--- config.mk ---
export PLATFORM = sky130hd
export DESIGN_NAME = jetsum_top
export DESIGN_NICKNAME = d
export VERILOG_FILES = /design/src/rtl/jetsum_pkg.sv /design/src/rtl/jetsum_ctrl.sv /design/src/rtl/jetsum_datapath.sv /design/src/rtl/jetsum_top.sv
export SDC_FILE = /design/constraint.sdc
export NUM_CORES = 2
export LEC_CHECK = 0
export ABC_AREA = 1
export BUFFER_PORTS_ARGS = -buffer_cell sky130_fd_sc_hd__buf_2
export CAP_MARGIN = 10
export CELL_PAD_IN_SITES_DETAIL_PLACEMENT = 1
export CELL_PAD_IN_SITES_GLOBAL_PLACEMENT = 2
export CORE_ASPECT_RATIO = 0.5
export CORE_MARGIN = 3
export CORE_UTILIZATION = 35
export DETAILED_ROUTE_END_ITERATION = 8
export PLACE_DENSITY_LB_ADDON = 0.1
export RECOVER_POWER = 50
export SLEW_MARGIN = 15
export SYNTH_ARGS = -nofsm -noshare
export SYNTH_HDL_FRONTEND = slang
export SYNTH_SLANG_ARGS = --single-unit
--- constraint.sdc ---
create_clock -name clk -period 5.8 [get_ports clk]
set_clock_uncertainty 0.2 [all_clocks]
set_input_delay 0.87 -clock clk [delete_from_list [all_inputs] [get_ports clk]]
set_output_delay 0.87 -clock clk [all_outputs]
set_load 0.02 [all_outputs]
--- src/rtl/jetsum_pkg.sv ---
package jetsum_pkg;

  localparam int N_BINS    = 8;
  localparam int COEF_W    = 10;
  localparam int COEF_FRAC = 8;
  localparam int OUT_FRAC  = 2;
  localparam int TERM_SHIFT = COEF_FRAC - OUT_FRAC;

  typedef struct packed {
    logic s1;
    logic s2;
    logic s3;
    logic s4;
  } stageStb_t;

  function automatic logic signed [COEF_W-1:0] cosCoef(input int bin);
    case (bin % N_BINS)
      0:       return 10'sd256;
      1:       return 10'sd181;
      2:       return 10'sd0;
      3:       return -10'sd181;
      4:       return -10'sd256;
      5:       return -10'sd181;
      6:       return 10'sd0;
      default: return 10'sd181;
    endcase
  endfunction

  function automatic logic signed [COEF_W-1:0] sinCoef(input int bin);
    return cosCoef((bin + 6) % N_BINS);
  endfunction

endpackage

--- src/rtl/jetsum_ctrl.sv ---
module jetsum_ctrl
  import jetsum_pkg::*;
(
  input  logic      clk,
  input  logic      rstN,
  input  logic      inValid,
  output stageStb_t stb,
  output logic      outValid
);

  logic [2:0] validPipe;

  always_ff @(posedge clk or negedge rstN) begin
    if (!rstN) begin
      validPipe <= '0;
      outValid  <= 1'b0;
    end else begin
      validPipe <= {validPipe[1:0], inValid};
      outValid  <= validPipe[2];
    end
  end

  always_comb begin
    stb.s1 = inValid;
    stb.s2 = validPipe[0];
    stb.s3 = validPipe[1];
    stb.s4 = validPipe[2];
  end

endmodule

--- src/rtl/jetsum_datapath.sv ---
module jetsum_datapath
  import jetsum_pkg::*;
#(
  parameter int ELEM_W = 10,
  parameter int N_ROWS = 4,
  parameter int ET_W   = 12,
  parameter int VEC_W  = 14
) (
  input  logic                              clk,
  input  logic                              rstN,
  input  stageStb_t                         stb,
  input  logic [N_ROWS*N_BINS*ELEM_W-1:0]   jetElems,
  input  logic [ELEM_W-1:0]                 etThresh,
  input  logic [ELEM_W-1:0]                 vecThresh,
  output logic [ET_W-1:0]                   etSum,
  output logic signed [VEC_W-1:0]           exSum,
  output logic signed [VEC_W-1:0]           eySum
);

  localparam int N_ELEMS = N_ROWS * N_BINS;
  localparam int BIN_W   = ELEM_W + $clog2(N_ROWS);
  localparam int PROD_W  = BIN_W + 1 + COEF_W;
  localparam int ACC_W   = PROD_W + $clog2(N_BINS);
  localparam int ETT_W   = BIN_W + $clog2(N_BINS);
  localparam logic [ETT_W-1:0] ET_MAX = ETT_W'((2 ** ET_W) - 1);
  localparam logic signed [ACC_W-1:0] V_MAX = ACC_W'((2 ** (VEC_W - 1)) - 1);
  localparam logic signed [ACC_W-1:0] V_MIN = -V_MAX - 1;

  // Stage 1: threshold gating and saturation detection
  logic [ELEM_W-1:0] etElemD  [N_ELEMS];
  logic [ELEM_W-1:0] vecElemD [N_ELEMS];
  logic [N_ELEMS-1:0] etSatV, vecSatV;
  logic [ELEM_W-1:0] etElemR  [N_ELEMS];
  logic [ELEM_W-1:0] vecElemR [N_ELEMS];
  logic etSat1, vecSat1;

  for (genvar i = 0; i < N_ELEMS; i++) begin : g_elem
    logic [ELEM_W-1:0] e;
    assign e           = jetElems[i*ELEM_W +: ELEM_W];
    assign etElemD[i]  = (e >= etThresh)  ? e : '0;
    assign vecElemD[i] = (e >= vecThresh) ? e : '0;
    assign etSatV[i]   = (e >= etThresh)  && (&e);
    assign vecSatV[i]  = (e >= vecThresh) && (&e);
  end

  always_ff @(posedge clk or negedge rstN) begin
    if (!rstN) begin
      for (int i = 0; i < N_ELEMS; i++) begin
        etElemR[i]  <= '0;
        vecElemR[i] <= '0;
      end
      etSat1  <= 1'b0;
      vecSat1 <= 1'b0;
    end else if (stb.s1) begin
      for (int i = 0; i < N_ELEMS; i++) begin
        etElemR[i]  <= etElemD[i];
        vecElemR[i] <= vecElemD[i];
      end
      etSat1  <= |etSatV;
      vecSat1 <= |vecSatV;
    end
  end

  // Stage 2: per-bin sums over the rows
  logic [BIN_W-1:0] etBinD  [N_BINS];
  logic [BIN_W-1:0] vecBinD [N_BINS];
  logic [BIN_W-1:0] etBinR  [N_BINS];
  logic [BIN_W-1:0] vecBinR [N_BINS];
  logic etSat2, vecSat2;

  for (genvar b = 0; b < N_BINS; b++) begin : g_bin
    always_comb begin
      etBinD[b]  = '0;
      vecBinD[b] = '0;
      for (int r = 0; r < N_ROWS; r++) begin
        etBinD[b]  = etBinD[b]  + BIN_W'(etElemR[r*N_BINS + b]);
        vecBinD[b] = vecBinD[b] + BIN_W'(vecElemR[r*N_BINS + b]);
      end
    end
  end

  always_ff @(posedge clk or negedge rstN) begin
    if (!rstN) begin
      for (int b = 0; b < N_BINS; b++) begin
        etBinR[b]  <= '0;
        vecBinR[b] <= '0;
      end
      etSat2  <= 1'b0;
      vecSat2 <= 1'b0;
    end else if (stb.s2) begin
      for (int b = 0; b < N_BINS; b++) begin
        etBinR[b]  <= etBinD[b];
        vecBinR[b] <= vecBinD[b];
      end
      etSat2  <= etSat1;
      vecSat2 <= vecSat1;
    end
  end

  // Stage 3: trig weighting per bin, scalar total
  logic signed [PROD_W-1:0] xTermD [N_BINS];
  logic signed [PROD_W-1:0] yTermD [N_BINS];
  logic signed [PROD_W-1:0] xTermR [N_BINS];
  logic signed [PROD_W-1:0] yTermR [N_BINS];
  logic [ETT_W-1:0] etTotD, etTotR;
  logic etSat3, vecSat3;

  for (genvar b = 0; b < N_BINS; b++) begin : g_term
    logic signed [BIN_W:0]    binS;
    logic signed [PROD_W-1:0] xProd, yProd;
    assign binS      = $signed({1'b0, vecBinR[b]});
    assign xProd     = binS * cosCoef(b);
    assign yProd     = binS * sinCoef(b);
    assign xTermD[b] = xProd >>> TERM_SHIFT;
    assign yTermD[b] = yProd >>> TERM_SHIFT;
  end

  always_comb begin
    etTotD = '0;
    for (int b = 0; b < N_BINS; b++) etTotD = etTotD + ETT_W'(etBinR[b]);
  end

  always_ff @(posedge clk or negedge rstN) begin
    if (!rstN) begin
      for (int b = 0; b < N_BINS; b++) begin
        xTermR[b] <= '0;
        yTermR[b] <= '0;
      end
      etTotR  <= '0;
      etSat3  <= 1'b0;
      vecSat3 <= 1'b0;
    end else if (stb.s3) begin
      for (int b = 0; b < N_BINS; b++) begin
        xTermR[b] <= xTermD[b];
        yTermR[b] <= yTermD[b];
      end
      etTotR  <= etTotD;
      etSat3  <= etSat2;
      vecSat3 <= vecSat2;
    end
  end

  // Stage 4: vector accumulation and clamping
  logic signed [ACC_W-1:0] xAcc, yAcc;
  logic [ET_W-1:0]         etClamp;
  logic signed [VEC_W-1:0] xClamp, yClamp;

  always_comb begin
    xAcc = '0;
    yAcc = '0;
    for (int b = 0; b < N_BINS; b++) begin
      xAcc = xAcc + {{(ACC_W-PROD_W){xTermR[b][PROD_W-1]}}, xTermR[b]};
      yAcc = yAcc + {{(ACC_W-PROD_W){yTermR[b][PROD_W-1]}}, yTermR[b]};
    end
    if (etSat3 || (etTotR > ET_MAX)) etClamp = ET_MAX[ET_W-1:0];
    else                             etClamp = etTotR[ET_W-1:0];
    if (vecSat3 || (xAcc > V_MAX)) xClamp = V_MAX[VEC_W-1:0];
    else if (xAcc < V_MIN)         xClamp = V_MIN[VEC_W-1:0];
    else                           xClamp = xAcc[VEC_W-1:0];
    if (vecSat3 || (yAcc > V_MAX)) yClamp = V_MAX[VEC_W-1:0];
    else if (yAcc < V_MIN)         yClamp = V_MIN[VEC_W-1:0];
    else                           yClamp = yAcc[VEC_W-1:0];
  end

  always_ff @(posedge clk or negedge rstN) begin
    if (!rstN) begin
      etSum <= '0;
      exSum <= '0;
      eySum <= '0;
    end else if (stb.s4) begin
      etSum <= etClamp;
      exSum <= xClamp;
      eySum <= yClamp;
    end
  end

endmodule

--- src/rtl/jetsum_top.sv ---
module jetsum_top
  import jetsum_pkg::*;
#(
  parameter int ELEM_W = 10,
  parameter int N_ROWS = 4,
  parameter int ET_W   = 12,
  parameter int VEC_W  = 14
) (
  input  logic                            clk,
  input  logic                            rstN,
  input  logic                            inValid,
  input  logic [N_ROWS*N_BINS*ELEM_W-1:0] jetElems,
  input  logic [ELEM_W-1:0]               etThresh,
  input  logic [ELEM_W-1:0]               vecThresh,
  output logic                            outValid,
  output logic [ET_W-1:0]                 etSum,
  output logic signed [VEC_W-1:0]         exSum,
  output logic signed [VEC_W-1:0]         eySum
);

  stageStb_t stb;

  jetsum_ctrl u_ctrl (
    .clk      (clk),
    .rstN     (rstN),
    .inValid  (inValid),
    .stb      (stb),
    .outValid (outValid)
  );

  jetsum_datapath #(
    .ELEM_W (ELEM_W),
    .N_ROWS (N_ROWS),
    .ET_W   (ET_W),
    .VEC_W  (VEC_W)
  ) u_dp (
    .clk       (clk),
    .rstN      (rstN),
    .stb       (stb),
    .jetElems  (jetElems),
    .etThresh  (etThresh),
    .vecThresh (vecThresh),
    .etSum     (etSum),
    .exSum     (exSum),
    .eySum     (eySum)
  );

endmodule

# Word-level counts from Yosys, hierarchy flattened
# Index checks and enable logic that the tools add are counted.
# W data, S select, Z words.
op_classes:
  n_eq_ne: 0
  bitwise_logic: 0
  n_addsub: 67
  n_lt_le_gt_ge: 69
  n_reduce_logical: 101
  mux: 69
  n_div: 0
  shifts: 0
  n_mul: 6
ops:
  columns: ["op", "n"]
  rows:
  - ["$ge A10 B10 Y1", 64]
  - ["$mux W10", 64]
  - ["$add A12 B10 Y12", 32]
  - ["$reduce_and A10 Y1", 32]
  - ["$add A10 B10 Y11", 16]
  - ["$add A26 B26 Y26", 4]
  - ["$add A15 B12 Y15", 6]
  - ["$mul A13 B9 Y22 const B", 3]
  - ["$logic_and A1 B1 Y1", 64]
  - ["$reduce_or A32 Y1", 2]
  - ["$mul A12 B8 Y20 const B", 3]
  - ["$mux W14", 4]
  - ["$gt A26 B14 Y1 const B", 2]
  - ["$lt A26 B14 Y1 const B", 2]
  - ["$add A14 B14 Y15", 2]
  - ["$neg A12 Y15", 2]
  - ["$add A26 B14 Y26", 1]
  - ["$add A17 B16 Y18", 1]
  - ["$add A16 B16 Y17", 1]
  - ["$add A15 B14 Y16", 1]
  - ["$gt A15 B12 Y1 const B", 1]
  - ["$add A12 B12 Y13", 1]
  - ["$mux W12", 1]
  - ["$logic_or A1 B1 Y1", 3]
word_totals:
  mem_bits_rw: 0
  latch_bits: 0
  word_cells: 414
  output_inout_bits: 41
  input_bits: 343
  rom_bits: 0
  memories: 0
  register_bits: 1041

# Depth between registers and ports, before layout
depth:
  word_depth: 8
  ltp_mapped: 41

# Modules after synthesis
# Synthesis repeated with hierarchy kept, for this count alone.
hier_totals:
  cells_unflattened: 10058
  area_unflattened_um2: 86777.0
modules_own_cells:
  columns: ["module", "seq_area_each_um2", "area_per_inst_um2", "cells_per_inst", "instances"]
  rows:
  - ["jetsum_datapath", 25949.9, 86669.4, 10053, 1]
  - ["jetsum_ctrl", 100.1, 107.6, 5, 1]

# Worst setup path after synthesis
# OpenSTA, ideal clock, no wires.
synth_timing:
  path_type: "register to register"
  from: "reg u_dp.xTermR[140] in the netlist's numbering"
  to: "reg u_dp.exSum[10]"
  stages_incl_launch_ff: 37
  arrival_ns: 5.403
  n_path_buf: 1
  setup_slack_ns: 0.076
  t_required_ns: 5.480
  cell_sequence: "dfrtp_1 > ha_1 > inv_1 > fa_1 > nand3b_1 > and2_1 > nor2_1 > o21ai_0 > nor2b_1 > xor2_1 > inv_1 > ha_1 > a21oi_1 > a21boi_0 > o21ai_0 > nand2_1 > nand2_1 > xor2_1 > fa_1 > inv_1 > fa_1 > inv_1 > ha_1 > nand2_1 > inv_1 > nand3_1 > a21oi_1 > nor2_1 > nand2_1 > nand2_1 > nand2_1 > inv_1 > nor2_2 > nand3_2 > a21oi_4 > buf_6 > a21oi_2"
synth_via:
  elab_chain_len: 8
  elab_cells_between_ends: 10
synth_lines:
  columns: ["item", "line", "rtl"]
  rows:
  - ["start: declaration", "jetsum_datapath.sv:103", "logic signed [PROD_W-1:0] xTermR [N_BINS];"]
  - ["start signal: indexed assignment", "jetsum_datapath.sv:134", "xTermR[b] <= xTermD[b];"]
  - ["$add A14 B14 Y15 *", "jetsum_datapath.sv:152", "xAcc = xAcc + {{(ACC_W-PROD_W){xTermR[b][PROD_W-1]}}, xTermR[b]};"]
  - ["$add A16 B16 Y17 *", "jetsum_datapath.sv:152", null]
  - ["$add A26 B26 Y26 * (2 in series)", "jetsum_datapath.sv:152", null]
  - ["$add A26 B14 Y26 *", "jetsum_datapath.sv:152", null]
  - ["$lt A26 B14 Y1 / $gt A26 B14 Y1 (equally long branches)", "jetsum_datapath.sv:158, jetsum_datapath.sv:157", null]
  - ["$mux W14 / $logic_or A1 B1 Y1 (equally long branches)", "jetsum_datapath.sv:158, jetsum_datapath.sv:157", null]
  - ["$mux W14 *", "jetsum_datapath.sv:157", "if (vecSat3 || (xAcc > V_MAX)) xClamp = V_MAX[VEC_W-1:0];"]
  - ["end signal: assignment", "jetsum_datapath.sv:172", "exSum <= xClamp;"]
  - ["end: declaration", "jetsum_datapath.sv:16", "output logic signed [VEC_W-1:0] exSum,"]
# Every way passes the cells marked *; elsewhere a longest branch is shown, timed or not.
# A chain may end at the register's enable or synchronous reset.

==> impl_metrics.tcl <==
set metrics [dict create \
    status "finished with violations" \
    violations "negative setup slack" \
    cts_inserted_buffers 114 \
    nets 14100 \
    overflow 0 \
    fmax_ghz 0.166 \
    ys.flop_type "dfrtp_1" \
    worstPathArrival_ns 6.45 \
    syn_to_final_growth_pct 15.0 \
    pre_cts_slack_ns -0.474 \
    setup_viol 27 \
    port_buffers 383 \
    clk_pin_slew_worst_paths_ns 0.08 \
    wirelength_um 370000 \
    num_vias 79800 \
    synth_top_cell_area_share_pct 28.4 \
    root_buffer "clkbuf_16" \
    synthArstFlopShare_pct 100 \
    synth_xor_area_share_pct 3.14 \
    post-route-period-util_pct 104 \
    dieWidth_um 729 \
    synthesis.area_sq_um 91600 \
    clk_latency_ns 0.78 \
    synth_nets 13500 \
    synth_top_family_by_area "adder cells" \
    cts_tree "yes" \
    synth_warnings 0 \
    crit_required_ns 6.22 \
    slew_headroom_pct 12.7 \
    worst-setup-path-type "reg2reg" \
    drc 0 \
    cp_max_fo 6 \
    min_from "jetElems[52]" \
    crit_start "u_dp.xTermR[145]" \
    drt-initial-drc-count 5778 \
    cts_buffer_depth 3 \
    rsz0062_at_grt "true" \
    stdcell_count 15400 \
    grt_max_degree 142 \
    vias_per_cell 5.18 \
    grt_pass1_wl_um 546000 \
    whs_endpoint "u_dp.vecElemR[262]" \
    initial_core_util_pct 35.3 \
    cpPeakStageDelay_ns 0.55 \
    synthCells 11200 \
    drv_cap 0 \
    dp_hpwl_um 304000 \
    place.gp.congestion 0.891 \
    setup_tns_ns -3.36 \
    synth_top_area_cell "dfrtp_1" \
    reg2reg_slack_ns -0.23 \
    period_needed_ns 6.03 \
    cpMaxStageDelayCell "fa_1" \
    synthSimpleGateAreaFrac_pct 16.8 \
    grt_usage_pct 27.3 \
    ant_nets 0 \
    place_inst 15200 \
    end_kind "flip-flop" \
    synth-compound-area-share_pct 13.0 \
    syn_avg_cell_area_sq_um 8.19 \
    startpoint_type "flip-flop" \
    tightest_slew_ns 1.30 \
    die_area_sq_um 268000 \
    ys_top_cells_by_count "nand2_1 (2424), inv_1 (1767), ha_1 (1478), dfrtp_1 (1041), o21ai_0 (802)" \
    netlist_top_cells_area "dfrtp_1 (28%), ha_1 (20%), fa_1 (10%), nand2_1 (9.9%), inv_1 (7.2%)" \
    worstReg2RegEnd "u_dp.eySum[4]" \
    finalInstanceArea_sq_um 105000 \
    placed_area_sq_um 99700 \
    ys_ff_latch 1041 \
    hold_viol_final 0 \
    r2r_start "u_dp.xTermR[145]" \
    dr.pass1.iters 5 \
    hold_depth 3 \
    cp_common_cell "nand2_2" \
    pin_count 384 \
    h-tree-depth 3 \
    drt-wirelength-per-cell_um 24.0 \
    grt_pass1_vias 81500 \
    rr_worst_depth 37 \
    synth_mux_area_share_pct 0 \
    synth_edf_count 0 \
    finalWorstSetupSlack_ns -0.227 \
    yosysMostFrequentCell "nand2_1" \
    ys_seq_area_share_pct 28.4 \
    die_h_um 368 \
    yosysUniqueCellTypes 54 \
    slew_viol_final 0 \
    clkSinkCount 1041 \
    min_path_type "in2reg" \
    core-area_sq_um 260000 \
    antenna_found_initial 38 \
    rows 132 \
    synthAdderAreaFrac_pct 30.3 \
    drive_gt1_share_pct 10.5 \
]
-- worst max-delay path: cells and delay by family (launching register included) --
family	cells	cell delay [ns]
compound gates	5	0.67
xor+xnor	2	0.33
fa+ha+maj	5	1.96
buf+inv	6	0.68
flops	1	0.37
simple gates	19	1.66
-- cells in the final DEF, fill, tap and decap left out, types with 40 or more instances in the layout --
cell type     n
nand2_1    2385
inv_1      1729
ha_1       1434
dfrtp_1    1037
o21ai_0     787
nor2_1      607
a21oi_1     605
fa_1        459
buf_2       380
nand3_1     370
buf_4       330
o22ai_1     238
xor2_1      180
nand4_1     162
xnor2_1     142
clkbuf_16   115
o211ai_1     85
a21o_1       83
a21boi_0     64
nor3_1       61
nand2_2      53
a21oi_2      47
ha_4         43
a31oi_1      42
o21bai_1     41
inv_2        40
-- state kept, by name, summed over array words and instances (netlist names) --
signal            flops
u_ctrl.outValid       1
u_ctrl.validPipe      3
u_dp.etBinR          96
u_dp.etElemR        320
u_dp.etSat1           1
u_dp.etSat2           1
u_dp.etSat3           1
u_dp.etSum           12
u_dp.etTotR          15
u_dp.exSum           14
u_dp.eySum           14
u_dp.g_term.binS     96
u_dp.vecElemR       320
u_dp.vecSat1          1
u_dp.vecSat2          1
u_dp.vecSat3          1
u_dp.xTermR          87
u_dp.yTermR          57
-- cells by family (layout without fill, tap and decap cells) --
logic type | count (synthesis) | in the layout
AO/OA/AOI/OAI | 2097 | 2097
XOR/XNOR | 328 | 328
adder cells (fa/ha/maj) | 1942 | 1942
buffers and inverters | 2009 | 2747
flip-flops | 1041 | 1041
other | 0 | 9
AND/OR/NAND/NOR | 3759 | 3760
-- routing by layer --
layer	vias to the layer above	part of all wire, %	track usage (%)
li1	38000	-	-
met5	-	0.012	0
met4	6	1.4	3.69
met1	40100	53	43.6
met3	282	5.1	3.69
met2	1452	40	39.3
-- timing repair --
item	CTS	global route
hold endpoints to repair	40	0
cloned	3	0
buffers inserted	16	11
pin swaps	35	73
setup endpoints to repair	31	34
gates resized for setup	141	100
hold buffers	1	0
-- worst max path at each step --
stage,to,depth (start not counted)
6_report,u_dp.eySum[4],37
3_5_place_dp,u_dp.exSum[0],36
5_1_grt,u_dp.eySum[3],37
4_1_cts,u_dp.eySum[0],36
2_1_floorplan,u_dp.exSum[10],36
3_3_place_gp,u_dp.exSum[2],36
-- stage by stage --
stage / util, % / hold WS [ns]
5_1_grt: 40.5 / 0.213
6_report: 40.5 / 0.244
2_1_floorplan: - / 0.152
3_5_place_dp: 38.4 / 0.254
4_1_cts: 40.3 / 0.165
3_3_place_gp: 38.4 / 0.253
-- layout make-up --
class	count	area [sq um]
repair buffers	735	4850
well taps	3484	4360
multi-input cells	8127	59100
inverters	1796	6760
clock inverters	56	826
fillers	31100	154000
diodes	9	22.5
flip-flops and latches	1041	26100
clock buffers	160	3310
Power is not shown: default switching activity piles up to over one toggle a cycle in this logic, so the estimate is an artifact.
